[config.mk]
export PLATFORM = sky130hd
export DESIGN_NAME = perm256_core
export DESIGN_NICKNAME = d
export VERILOG_FILES = /design/src/rtl/perm256_pkg.sv /design/src/rtl/perm256_inject.sv /design/src/rtl/perm256_arxbox.sv /design/src/rtl/perm256_linear.sv /design/src/rtl/perm256_ctrl.sv /design/src/rtl/perm256_core.sv
export SDC_FILE = /design/constraint.sdc
export NUM_CORES = 2
export LEC_CHECK = 0
export ABC_AREA = 1
export BUFFER_PORTS_ARGS = -buffer_cell sky130_fd_sc_hd__buf_2
export CAP_MARGIN = 30
export CELL_PAD_IN_SITES_DETAIL_PLACEMENT = 0
export CELL_PAD_IN_SITES_GLOBAL_PLACEMENT = 2
export CORE_MARGIN = 4
export CORE_UTILIZATION = 34
export DETAILED_ROUTE_END_ITERATION = 8
export GPL_TIMING_DRIVEN = 1
export PLACE_DENSITY_LB_ADDON = 0.1
export SKIP_CTS_REPAIR_TIMING = 1
export SYNTH_ARGS = -nofsm -noshare
export SYNTH_HDL_FRONTEND = slang
export SYNTH_SLANG_ARGS = --single-unit
export TNS_END_PERCENT = 5
[constraint.sdc]
create_clock -name clk -period 33.6 [get_ports clk]
set_clock_uncertainty 0.2 [all_clocks]
set_input_delay 5.04 -clock clk [delete_from_list [all_inputs] [get_ports clk]]
set_output_delay 5.04 -clock clk [all_outputs]
set_load 0.03 [all_outputs]
[src/rtl/perm256_pkg.sv]
package perm256_pkg;
  localparam int WORD_W  = 32;
  localparam int NBRANCH = 4;
  localparam int NWORD   = 2 * NBRANCH;
  localparam int STATE_W = NWORD * WORD_W;
  localparam int NCONST  = 8;
  localparam int NROUND  = 4;

  typedef logic [WORD_W-1:0] word_t;

  function automatic word_t rotr(word_t v, int unsigned r);
    logic [2*WORD_W-1:0] d;
    d = {v, v} >> r;
    return d[WORD_W-1:0];
  endfunction

  function automatic word_t ell(word_t t);
    return rotr(t ^ (t << 16), 16);
  endfunction

  function automatic word_t round_const(logic [2:0] idx);
    case (idx)
      3'd0:    return 32'hB7E15162;
      3'd1:    return 32'hBF715880;
      3'd2:    return 32'h38B4DA56;
      3'd3:    return 32'h324E7738;
      3'd4:    return 32'hBB1185EB;
      3'd5:    return 32'h4F7C7B57;
      3'd6:    return 32'hCFBFA1C8;
      default: return 32'hC2B3293D;
    endcase
  endfunction

  // rotation applied to y before the add, per round
  function automatic int unsigned add_rot(int r);
    case (r)
      0:       return 31;
      1:       return 17;
      2:       return 0;
      default: return 24;
    endcase
  endfunction

  // rotation applied to x before the xor into y, per round
  function automatic int unsigned xor_rot(int r);
    case (r)
      0:       return 24;
      1:       return 17;
      2:       return 31;
      default: return 16;
    endcase
  endfunction

  function automatic word_t get_word(logic [STATE_W-1:0] s, int k);
    return s[k*WORD_W +: WORD_W];
  endfunction
endpackage

[src/rtl/perm256_inject.sv]
module perm256_inject
  import perm256_pkg::*;
#(
  parameter int STEP_W = 4
) (
  input  logic [STATE_W-1:0] st_in,
  input  logic [STEP_W-1:0]  step_idx,
  output logic [STATE_W-1:0] st_out
);
  localparam int Y0_IDX = 1;
  localparam int Y1_IDX = 3;

  word_t y0_key;
  word_t y1_key;

  assign y0_key = round_const(step_idx[2:0]);
  assign y1_key = WORD_W'(step_idx);

  always_comb begin
    st_out = st_in;
    st_out[Y0_IDX*WORD_W +: WORD_W] = get_word(st_in, Y0_IDX) ^ y0_key;
    st_out[Y1_IDX*WORD_W +: WORD_W] = get_word(st_in, Y1_IDX) ^ y1_key;
  end
endmodule

[src/rtl/perm256_arxbox.sv]
module perm256_arxbox
  import perm256_pkg::*;
#(
  parameter int BRANCH = 0
) (
  input  word_t x_in,
  input  word_t y_in,
  output word_t x_out,
  output word_t y_out
);
  localparam word_t KEY = round_const(3'(BRANCH));

  always_comb begin : rounds
    word_t xv;
    word_t yv;
    xv = x_in;
    yv = y_in;
    for (int r = 0; r < NROUND; r++) begin
      xv = xv + rotr(yv, add_rot(r));
      yv = yv ^ rotr(xv, xor_rot(r));
      xv = xv ^ KEY;
    end
    x_out = xv;
    y_out = yv;
  end
endmodule

[src/rtl/perm256_linear.sv]
module perm256_linear
  import perm256_pkg::*;
(
  input  logic [STATE_W-1:0] st_in,
  output logic [STATE_W-1:0] st_out
);
  word_t xi [NBRANCH];
  word_t yi [NBRANCH];
  word_t tx, ty;
  word_t x2m, x3m, y2m, y3m;

  for (genvar b = 0; b < NBRANCH; b++) begin : g_unpack
    assign xi[b] = get_word(st_in, 2*b);
    assign yi[b] = get_word(st_in, 2*b + 1);
  end

  assign tx  = ell(xi[0] ^ xi[1]);
  assign ty  = ell(yi[0] ^ yi[1]);
  assign y2m = yi[2] ^ tx;
  assign y3m = yi[3] ^ tx;
  assign x2m = xi[2] ^ ty;
  assign x3m = xi[3] ^ ty;

  // half exchange with one-branch rotation of the right half
  assign st_out = {yi[1], xi[1],          // y3, x3
                   yi[0], xi[0],          // y2, x2
                   y2m ^ yi[0], x2m ^ xi[0], // y1, x1
                   y3m ^ yi[1], x3m ^ xi[1]}; // y0, x0
endmodule

[src/rtl/perm256_ctrl.sv]
module perm256_ctrl #(
  parameter int STEP_W = 4
) (
  input  logic              clk,
  input  logic              rst_n,
  input  logic              start,
  input  logic [STEP_W-1:0] steps,
  output logic              busy,
  output logic              done,
  output logic              load,
  output logic [STEP_W-1:0] step_idx
);
  localparam logic [STEP_W-1:0] ONE = STEP_W'(1);

  logic              busy_q, done_q;
  logic [STEP_W-1:0] cnt_q, steps_q;
  logic              start_fire;
  logic              last_step;
  logic              zero_req;

  assign start_fire = start && !busy_q;
  assign zero_req   = start_fire && (steps == '0);
  assign last_step  = busy_q && (cnt_q == steps_q - ONE);

  always_ff @(posedge clk) begin
    if (!rst_n) begin
      busy_q  <= 1'b0;
      done_q  <= 1'b0;
      cnt_q   <= '0;
      steps_q <= '0;
    end else begin
      done_q <= 1'b0;
      if (start_fire) begin
        steps_q <= steps;
        cnt_q   <= '0;
        if (zero_req) done_q <= 1'b1;
        else          busy_q <= 1'b1;
      end else if (busy_q) begin
        cnt_q <= cnt_q + ONE;
        if (last_step) begin
          busy_q <= 1'b0;
          done_q <= 1'b1;
        end
      end
    end
  end

  assign busy     = busy_q;
  assign done     = done_q;
  assign load     = start_fire;
  assign step_idx = cnt_q;

  p_done_idle_r8: assert property (@(posedge clk) disable iff (!rst_n)
    done_q |-> !busy_q);
  p_last_step_r6: assert property (@(posedge clk) disable iff (!rst_n)
    last_step |=> (done_q && !busy_q));
  p_advance_r6: assert property (@(posedge clk) disable iff (!rst_n)
    (busy_q && !last_step) |=> (busy_q && cnt_q == $past(cnt_q) + ONE));
  p_zero_steps_r7: assert property (@(posedge clk) disable iff (!rst_n)
    zero_req |=> (done_q && !busy_q));
  p_count_kept_r11: assert property (@(posedge clk) disable iff (!rst_n)
    (busy_q && start) |=> $stable(steps_q));
endmodule

[src/rtl/perm256_core.sv]
module perm256_core
  import perm256_pkg::*;
#(
  parameter int STEP_W = 4
) (
  input  logic                 clk,
  input  logic                 rst_n,
  input  logic                 start,
  input  logic [STEP_W-1:0]    steps,
  input  logic [STATE_W-1:0]   state_in,
  output logic                 busy,
  output logic                 done,
  output logic [STATE_W-1:0]   state_out
);
  logic [STATE_W-1:0] state_q;
  logic [STATE_W-1:0] inj_st, arx_st, lin_st;
  logic               load;
  logic [STEP_W-1:0]  step_idx;

  perm256_ctrl #(.STEP_W(STEP_W)) u_ctrl (
    .clk      (clk),
    .rst_n    (rst_n),
    .start    (start),
    .steps    (steps),
    .busy     (busy),
    .done     (done),
    .load     (load),
    .step_idx (step_idx)
  );

  perm256_inject #(.STEP_W(STEP_W)) u_inject (
    .st_in    (state_q),
    .step_idx (step_idx),
    .st_out   (inj_st)
  );

  for (genvar b = 0; b < NBRANCH; b++) begin : g_box
    perm256_arxbox #(.BRANCH(b)) u_box (
      .x_in  (inj_st[(2*b)*WORD_W   +: WORD_W]),
      .y_in  (inj_st[(2*b+1)*WORD_W +: WORD_W]),
      .x_out (arx_st[(2*b)*WORD_W   +: WORD_W]),
      .y_out (arx_st[(2*b+1)*WORD_W +: WORD_W])
    );
  end

  perm256_linear u_linear (
    .st_in  (arx_st),
    .st_out (lin_st)
  );

  always_ff @(posedge clk) begin
    if (!rst_n)    state_q <= '0;
    else if (load) state_q <= state_in;
    else if (busy) state_q <= lin_st;
  end

  assign state_out = state_q;

  p_idle_hold_r10: assert property (@(posedge clk) disable iff (!rst_n)
    (!load && !busy) |=> $stable(state_q));
  p_load_copy_r7: assert property (@(posedge clk) disable iff (!rst_n)
    load |=> (state_q == $past(state_in)));
endmodule

==> impl_metrics.yaml <==
status:
  status: "completed"
timing:
  finalSetupViolations: 0
  hold_viol_final: 0
  rsz0062_at_grt: "false"
  clock.fmax_ghz: 0.0614
  tightest_slew_ns: 1.20
  setup_tns_ns: 0
  finalCriticalPeriod_ns: 16.29
  relSlewSlack: 0.197
  period_share: 0.485
  slew_viol_final: 0
synth:
  synth_flop_cell: "dfxtp_1"
  synthXorXnorAreaFrac: 0.171
  synth_top_family_by_area: "simple AND/OR/NAND/NOR gates"
  postSynthCellCount: 7713
  yosysSeqAreaShare: 0.113
  synth-simple-area-share: 0.318
  synth.most_common_cell: "nand2_1"
  synth_top_cell_area_share: 0.178
  ys_warn_count: 0
  syn_area_um2: 47300
  synthAdderAreaFrac: 0.139
  async_reset_ff_frac: 0
  synth_area_leader_cell: "nand2_1"
  syn_nets: 8493
  synth.area.top_cells: "nand2_1, ha_1, dfxtp_1"
  yosys_register_bits: 266
  synth_edf_count: 0
  synth_compound_area_frac: 0.179
  synth_common_cells: "nand2_1, inv_1, a21oi_1"
  synth_cell_types: 61
  syn_avg_cell_area_um2: 6.14
  synth.area.mux_share: 0
die:
  num_rows: 136
  boundaryPins: 521
  core-area_um2: 138000
  initial_core_util: 0.343
  die_w_um: 381
  die_area_um2: 145000
  fp.dieH_um: 381
route:
  via_per_inst: 5.85
  drt_iter0_drc: 7083
  wire_per_inst_um: 31.0
  top_layer_used: "met5"
  wl_met3_um: 29600
  ant_nets: 0
  wl_met1_um: 134000
  first_pass_iters: 6
  routed_wl_um: 311000
  vias: 58791
  drc_errors: 0
  dr_wl_met2_um: 129000
setup_path:
  r2r_slack_ns: 17.31
  r2r_end: "state_out[24]$_SDFFE_PN0P_"
  path_max_fanout: 11
  required_ns: 33.94
  setup.worst_path.end: "state_out[24]$_SDFFE_PN0P_"
  slowest_delay_ns: 0.93
  worst-setup-path-type: "flop to flop"
  slowest_stage: "dfxtp_1"
  critPathLaunchType: "flop"
  timing.rr.start: "u_ctrl.step_idx[2]$_SDFFE_PP0P_"
  critPathLaunch: "u_ctrl.step_idx[2]$_SDFFE_PP0P_"
  cp-end-kind: "flop"
  ff2ff_path_depth: 63
  cp_common_cell: "nand2_1"
  critical_path_arrival_ns: 16.63
grt:
  grt_pass1_vias: 53768
  grt_start_max_net_pins: 134
  grt_pass1_wl_um: 421000
  grt.overflow.total: 0
  gr-usage-all-layers: 0.407
  antenna_found_initial: 28
flow_run:
  max-cap-violations: 0
cts:
  numCtsBuffers: 35
  clk_pin_slew_ns: 0.07
  htreeDepth: 2
  cts-root-buf: "clkbuf_16"
  cts.sinks: 266
  clk_latency_ns: 0.61
  cts_tree: "done"
  clockBufferDepth: 3
cells_and_area:
  syn_to_final_growth_pct: 13.1
  regArea_um2: 5330
  layoutNonFillerInstCount: 10053
  multi_input_area_um2: 38300
  fillers: 15499
  drive_gt1_frac: 0.0972
  final_nets: 8991
placement:
  place_inst: 9968
  io_buffers: 520
  gp_congestion: 1.12
  hpwlAfterDp_um: 275000
worst_hold_path:
  hold_class: "flop to flop"
[worst min path at each step]
stage / to / from / depth (start not counted) / slack [ns]
CTS: state_out[91]$_SDFFE_PN0P_ / state_out[91]$_SDFFE_PN0P_ / 2 / 0.31
global placement: state_out[91]$_SDFFE_PN0P_ / state_out[91]$_SDFFE_PN0P_ / 2 / 0.29
floorplan: u_ctrl.steps_q[2]$_SDFFE_PN0P_ / u_ctrl.steps_q[2]$_SDFFE_PN0P_ / 2 / 0.27
detailed placement: state_out[91]$_SDFFE_PN0P_ / state_out[91]$_SDFFE_PN0P_ / 2 / 0.29
global route: state_out[91]$_SDFFE_PN0P_ / state_out[91]$_SDFFE_PN0P_ / 2 / 0.33
finish: state_out[91]$_SDFFE_PN0P_ / state_out[91]$_SDFFE_PN0P_ / 2 / 0.31
[logic make-up (layout without fill, tap and decap cells)]
family	after synthesis	in the layout
adders and majority gates	517	517
DFF	266	266
other	0	22
xor gates and xnor gates	901	901
and+or+nand+nor	3556	3556
AOI/OAI and AO/OA	1469	1469
buffers and inverters	1004	1528
[metrics by stage]
stage | util | hold WS [ns] | worst slack, ns | area (um^2)
6_report | 0.388 | 0.305 | 17.31 | 53500
3_3_place_gp | 0.379 | 0.291 | 17.29 | 52200
4_1_cts | 0.388 | 0.307 | 17.89 | 53500
5_1_grt | 0.388 | 0.328 | 16.70 | 53500
2_1_floorplan | - | 0.271 | 22.74 | 47300
3_5_place_dp | 0.379 | 0.294 | 17.99 | 52300
[registers in the layout (all words and copies together) (netlist names)]
name,cells
u_ctrl.done,1
u_ctrl.steps_q,4
state_out,256
u_ctrl.step_idx,4
u_ctrl.busy,1
[layout make-up]
| class | count | area share |
|---|---|---|
| sequential | 266 | 0.0995 |
| timing repair buffer | 579 | 0.0573 |
| multi-input combinational | 6443 | 0.715 |
| tap | 1794 | 0.0419 |
| clock inverter | 22 | 0.00488 |
| clock buffer | 41 | 0.0177 |
| antenna | 22 | 0.00103 |
| inverter | 886 | 0.0623 |
[layer usage]
layer	global-route usage	up-vias
met5	0	-
met4	0.207	18
met3	0.0828	604
met2	0.607	3330
met1	0.552	28107
li1	-	26732
[critical path: cells and delay by family, from the launching register on]
family                   cells  cell delay (ns)
AO/OA/AOI/OAI               19             4.79
XOR/XNOR                     9             3.69
adder cells (fa/ha/maj)      6             2.26
buffers and inverters        7             1.34
flip-flops                   1             0.93
AND/OR/NAND/NOR             22             2.98
[cells in the final DEF, fill, tap and decap left out, types with 6 or more instances in the layout]
cell / n
o21bai_1: 48
a21boi_0: 18
dfxtp_1: 265
inv_1: 879
or2_1: 7
buf_4: 57
nand2_2: 15
nand3b_1: 67
clkbuf_16: 35
o221ai_1: 19
a21boi_1: 11
a211oi_1: 7
o21ai_1: 27
xnor3_1: 7
fa_1: 16
a31oi_1: 184
diode_2: 22
nor2_1: 340
a21oi_1: 663
a22o_1: 48
a221oi_1: 14
inv_2: 6
o211ai_1: 32
nand3_1: 617
nor3_1: 72
ha_1: 501
nor4_1: 31
a21o_1: 57
or2_2: 86
nand4_1: 55
xor2_1: 572
inv_6: 9
buf_2: 520
o21a_1: 25
nand2_1: 2239
xor2_2: 15
xnor2_1: 302
o21ai_0: 289
Power is left out: the tool's default activity adds up to more than one toggle a clock period on the data nets, which glitch-free logic cannot reach.
